<file path="config.mk">
export PLATFORM = sky130hd
export DESIGN_NAME = par_wr_gate
export DESIGN_NICKNAME = d
export VERILOG_FILES = /design/src/rtl/par_gate_pkg.sv /design/src/rtl/par_gen.sv /design/src/rtl/wr_gate.sv /design/src/rtl/rd_check.sv /design/src/rtl/par_wr_gate.sv
export SDC_FILE = /design/constraint.sdc
export NUM_CORES = 1
export LEC_CHECK = 0
export BUFFER_PORTS_ARGS = -buffer_cell sky130_fd_sc_hd__buf_2
export CORE_AREA = 3 3 116 118
export CTS_CLUSTER_DIAMETER = 200
export CTS_CLUSTER_SIZE = 16
export DETAILED_ROUTE_END_ITERATION = 16
export DIE_AREA = 0 0 119 121
export SLEW_MARGIN = 15
export SYNTH_ARGS = -nofsm -noshare
export SYNTH_HDL_FRONTEND = slang
export SYNTH_HIERARCHICAL = 1
export SYNTH_SLANG_ARGS = --single-unit
</file>
<file path="constraint.sdc">
create_clock -name clk_i -period 1.5 [get_ports clk_i]
set_input_delay 0.225 -clock clk_i [delete_from_list [all_inputs] [get_ports clk_i]]
set_output_delay 0.225 -clock clk_i [all_outputs]
set_load 0.05 [all_outputs]
</file>
<file path="src/rtl/par_gate_pkg.sv">
package par_gate_pkg;
  localparam int BYTE_W     = 8;
  localparam int LANE_BYTES = 4;

  // odd parity: stored bit makes the 9-bit group hold an odd count of ones
  function automatic logic odd_bit(input logic [BYTE_W-1:0] b);
    return ~^b;
  endfunction
endpackage

</file>
<file path="src/rtl/par_gen.sv">
module par_gen
  import par_gate_pkg::*;
#(
  parameter int NBYTES = 8
) (
  input  logic [NBYTES*BYTE_W-1:0] data_i,
  output logic [NBYTES-1:0]        par_o
);
  for (genvar b = 0; b < NBYTES; b++) begin : g_byte
    assign par_o[b] = odd_bit(data_i[b*BYTE_W +: BYTE_W]);
  end
endmodule

</file>
<file path="src/rtl/wr_gate.sv">
module wr_gate
  import par_gate_pkg::*;
#(
  parameter int NBYTES = 8
) (
  input  logic              clk_i,
  input  logic              rst_ni,
  input  logic              par_en_i,
  input  logic              wr_i,
  input  logic [NBYTES-1:0] be_i,
  output logic [NBYTES-1:0] mem_we_o,
  output logic              wr_inh_o
);
  localparam int NLANES = NBYTES / LANE_BYTES;

  logic [NLANES-1:0] lane_full, lane_empty;
  logic shape_ok, any_be, narrow, allow;
  logic inh_q;

  for (genvar l = 0; l < NLANES; l++) begin : g_lane
    assign lane_full[l]  = &be_i[l*LANE_BYTES +: LANE_BYTES];
    assign lane_empty[l] = ~|be_i[l*LANE_BYTES +: LANE_BYTES];
  end

  assign any_be   = |be_i;
  assign shape_ok = (&(lane_full | lane_empty)) & (|lane_full);
  assign narrow   = any_be & ~shape_ok;
  assign allow    = wr_i & any_be & (~par_en_i | shape_ok);
  assign mem_we_o = allow ? be_i : '0;

  always_ff @(posedge clk_i or negedge rst_ni) begin
    if (!rst_ni) inh_q <= 1'b0;
    else         inh_q <= wr_i & par_en_i & narrow;
  end
  assign wr_inh_o = inh_q;

  p_inh_after_wr_r5: assert property (@(posedge clk_i) disable iff (!rst_ni)
    wr_inh_o |-> $past(wr_i && par_en_i));
  p_inh_blocked_r4: assert property (@(posedge clk_i) disable iff (!rst_ni)
    wr_inh_o |-> $past(mem_we_o) == '0);
  p_we_within_be_r3: assert property (@(posedge clk_i) disable iff (!rst_ni)
    (mem_we_o & ~be_i) == '0);
  p_we_needs_wr_r9: assert property (@(posedge clk_i) disable iff (!rst_ni)
    !wr_i |-> mem_we_o == '0);
endmodule

</file>
<file path="src/rtl/rd_check.sv">
module rd_check
  import par_gate_pkg::*;
#(
  parameter int NBYTES = 8
) (
  input  logic                     clk_i,
  input  logic                     rst_ni,
  input  logic                     par_en_i,
  input  logic                     rd_i,
  input  logic [NBYTES-1:0]        be_i,
  input  logic [NBYTES*BYTE_W-1:0] mem_rdata_i,
  input  logic [NBYTES-1:0]        mem_rpar_i,
  output logic                     rvalid_o,
  output logic                     par_err_o
);
  logic              vld_q, en_q, err_q;
  logic [NBYTES-1:0] be_q, bad;

  always_ff @(posedge clk_i or negedge rst_ni) begin
    if (!rst_ni) begin
      vld_q <= 1'b0;
      en_q  <= 1'b0;
      be_q  <= '0;
    end else begin
      vld_q <= rd_i;
      if (rd_i) begin
        en_q <= par_en_i;
        be_q <= be_i;
      end
    end
  end

  for (genvar b = 0; b < NBYTES; b++) begin : g_chk
    // even count over byte plus stored bit means corruption
    assign bad[b] = ~^{mem_rpar_i[b], mem_rdata_i[b*BYTE_W +: BYTE_W]};
  end

  always_ff @(posedge clk_i or negedge rst_ni) begin
    if (!rst_ni) err_q <= 1'b0;
    else         err_q <= vld_q & en_q & (|(bad & be_q));
  end

  assign rvalid_o  = vld_q;
  assign par_err_o = err_q;

  p_valid_follows_rd_r6: assert property (@(posedge clk_i) disable iff (!rst_ni)
    rd_i |=> rvalid_o);
  p_err_after_valid_r7: assert property (@(posedge clk_i) disable iff (!rst_ni)
    par_err_o |-> $past(rvalid_o));
  p_err_needs_en_r8: assert property (@(posedge clk_i) disable iff (!rst_ni)
    par_err_o |-> $past(par_en_i, 2));
endmodule

</file>
<file path="src/rtl/par_wr_gate.sv">
module par_wr_gate
  import par_gate_pkg::*;
#(
  parameter int DATA_W = 64,
  parameter int ADDR_W = 4
) (
  input  logic                 clk_i,
  input  logic                 rst_ni,
  input  logic                 par_en_i,
  input  logic                 wr_i,
  input  logic                 rd_i,
  input  logic [ADDR_W-1:0]    addr_i,
  input  logic [DATA_W/8-1:0]  be_i,
  input  logic [DATA_W-1:0]    wdata_i,
  output logic [ADDR_W-1:0]    mem_addr_o,
  output logic                 mem_rd_o,
  output logic [DATA_W/8-1:0]  mem_we_o,
  output logic [DATA_W-1:0]    mem_wdata_o,
  output logic [DATA_W/8-1:0]  mem_wpar_o,
  input  logic [DATA_W-1:0]    mem_rdata_i,
  input  logic [DATA_W/8-1:0]  mem_rpar_i,
  output logic [DATA_W-1:0]    rdata_o,
  output logic                 rvalid_o,
  output logic                 par_err_o,
  output logic                 wr_inh_o
);
  localparam int NBYTES = DATA_W / BYTE_W;

  assign mem_addr_o  = addr_i;
  assign mem_rd_o    = rd_i;
  assign mem_wdata_o = wdata_i;
  assign rdata_o     = mem_rdata_i;

  par_gen #(.NBYTES(NBYTES)) u_gen (
    .data_i (wdata_i),
    .par_o  (mem_wpar_o)
  );

  wr_gate #(.NBYTES(NBYTES)) u_wr (
    .clk_i    (clk_i),
    .rst_ni   (rst_ni),
    .par_en_i (par_en_i),
    .wr_i     (wr_i),
    .be_i     (be_i),
    .mem_we_o (mem_we_o),
    .wr_inh_o (wr_inh_o)
  );

  rd_check #(.NBYTES(NBYTES)) u_rd (
    .clk_i       (clk_i),
    .rst_ni      (rst_ni),
    .par_en_i    (par_en_i),
    .rd_i        (rd_i),
    .be_i        (be_i),
    .mem_rdata_i (mem_rdata_i),
    .mem_rpar_i  (mem_rpar_i),
    .rvalid_o    (rvalid_o),
    .par_err_o   (par_err_o)
  );

  p_one_strobe_r6: assert property (@(posedge clk_i) disable iff (!rst_ni)
    !(rd_i && wr_i));
endmodule

</file>
==> results.yml <==
run_status:
  status: "complete, but fails checks"
  violations: "negative setup slack"
yosys:
  synthCells: 299
  synth-compound-area-share_pct: 3.308
  syn_avg_cell_area_um2: 9.235
  synth_xor_area_share_pct: 39.28
  synth_top_family_by_area: "XOR/XNOR gates"
  yosys.area_share.simple_pct: 6.162
  yosysUniqueCellTypes: 27
  yosys_warnings: 6
  yosysSeqAreaShare_pct: 10.87
  syn_nets: 452
  synthAdderAreaFrac_pct: 0
  synth_area_um2: 2761
  synth.area.mux_share_pct: 3.534
  synth-seq-cells: 12
worst_setup_path:
  worstPathArrival_ns: 1.28
  required_ns: 1.27
  r2r_setup_slack_ns: 0.30
  slowest_delay_ns: 0.33
  worst-setup-path-type: "in -> out"
  path_cells: "buf_8 > nor4_4 > o31ai_4 > buf_12 > nor3b_4 > buf_6"
  crit_path_end_kind: "output port"
  cp_max_fo: 8
  slowest_stage: "nor4_4"
  worstSetupStartpointType: "input port"
cells_and_area:
  area_growth_pct: 41.46
  fin_util_pct: 31.08
  drive_above_1_share_pct: 72.71
  fin_cells: 652
  fin_nets: 635
  layout_common_cells: "buf_2, xnor2_1, buf_4, xor2_1"
  diodes: 0
  fillers: 1327
  final_common_cell: "buf_2"
  fin_area_um2: 3906
die:
  die_x_um: 119
  coreArea_um2: 12570
  die_area_um2: 14400
  boundaryPins: 305
  initial_core_util_pct: 21.97
  num_rows: 41
  fp.dieH_um: 121
timing:
  min_period_ns: 1.507
  max_freq_mhz: 663.4
  min_period_over_period_pct: 100.5
  relSlewSlack_pct: 71.54
  finalSetupViolCount: 3
  whs_ns: 0.2618
  setup_tns_ns: -0.008209
  maxSlewViolCount: 0
  setup_slack_ns: -0.007357
  tightest_slew_ns: 0.4265
  rsz0062_at_grt: "yes"
  hold_viol: 0
  skew_ns: 0.0006128
placed_design:
  gp_congestion: 0.7182
  place_area_um2: 3659
  placed_cells: 645
  pre_cts_ws_ns: -0.2275
  dp_hpwl_um: 6265
  numPortBuffers: 296
grt:
  grt_max_degree: 15
  grt_overflow: 0
  track_usage_pct: 8.313
  grt_pass1_vias: 2205
  antenna_found_initial: 0
  grt_first_pass_wirelength_um: 9942
route:
  drt_iter0_drc: 30
  ant_nets: 0
  vias_per_cell: 3.678
  vias: 2398
  drc: 0
  wl_per_cell_um: 10.47
  drtPass1Iterations: 4
  wirelength_um: 6825
flow_run:
  cap_violations: 0
power_and_ir_drop:
  irDropWorstVdd_uv: 315.9
  power.leakage_nw: 2.065
  power.total_mw: 3.316
  p_per_area_nw_per_um2: 848.8
clock_tree:
  clockBufferDepth: 2
  htree_num_levels: 1
  cts_tree: "yes"
  clk_pin_slew_worst_paths_ns: 0.04
  clock-sinks: 12
  numCtsBuffers: 3
  cts_root_buffer: "clkbuf_16"
  clk_latency_ns: 0.23
worst_hold_path:
  hp-class: "in -> reg"
area by class of cell:
type	instances	area [µm²]	share of cell area (%)
clock buffer	3	75.07	1.922
inverter	4	15.01	0.3844
multi-input combinational	149	1602	41.00
sequential	12	300.3	7.687
tap	172	215.2	5.509
timing repair buffer	312	1699	43.50
layer usage:
layer	GRT usage (%)	routed length [µm]
met1	9.002	2258
met2	16.39	3752
met3	1.678	771
met4	1.955	42
met5	0	0
cell usage after synthesis:
master / instances / area, µm²
o22ai_1: 1 / 6.260
a31oi_1: 1 / 6.260
o31ai_4: 1 / 21.27
mux2i_1: 3 / 30.03
nor2_1: 1 / 3.750
mux2_2: 6 / 67.56
and4_4: 1 / 11.26
nor4_4: 1 / 21.27
xnor2_1: 82 / 718.2
xnor3_2: 1 / 23.77
nor3b_1: 8 / 60.06
or2_2: 3 / 18.77
a2111oi_2: 1 / 15.01
nand2_1: 7 / 26.28
xor2_1: 13 / 113.9
xnor3_1: 7 / 157.7
buf_1: 1 / 3.750
and4_2: 1 / 10.01
dfrtp_1: 12 / 300.3
buf_4: 133 / 998.5
inv_1: 4 / 15.01
o21ai_0: 3 / 15.01
and3_1: 1 / 6.260
xor3_1: 3 / 71.32
a22oi_1: 2 / 15.01
a211oi_2: 1 / 12.51
nor4_2: 1 / 12.51
worst paths after layout:
| path | startpoint | endpoint | cells past startpoint |
|---|---|---|---|
| max | be_i[5] | mem_we_o[5] | 6 |
| min | rd_i | u_rd/rvalid_o | 1 |
| min in group asynchronous | rst_ni | u_rd/be_q[7] | 2 |
| max reg2reg | u_rd/be_q[4] | u_rd/par_err_o | 5 |
| max in group asynchronous | rst_ni | u_rd/be_q[2] | 2 |
| min reg2reg | u_rd/be_q[6] | u_rd/be_q[6] | 1 |
worst max-delay path: cells and delay by family:
kind            cells  cell delay (ns)
compound gates      1             0.10
buf+inv             3             0.43
simple gates        2             0.51
state kept, by name, indices dropped and copies added, names as in the netlist:
signal and count:
u_rd/be_q 8, u_rd/en_q 1, u_rd/par_err_o 1, u_rd/rvalid_o 1, u_wr/wr_inh_o 1
power breakdown:
group	switching [mW]	internal [mW]
Sequential	0.0151	0.355
Clock	0.121	0.346
Combinational	1.59	0.892
logic make-up after synthesis:
group                     count (synthesis)
AOI/OAI and AO/OA                        10
xor gates and xnor gates                106
buffers and inverters                   138
DFF                                      12
muxes                                     9
and+or+nand+nor                          24
what timing repair did:
action,CTS,global route
gates cloned,0,0
hold buffers,1,0
endpoints found under the hold margin,12,0
endpoints found under the setup margin,8,9
buffers inserted,2,1
gates resized for setup,26,8
pin swaps,3,5
(Power assumes the default switching activity.)
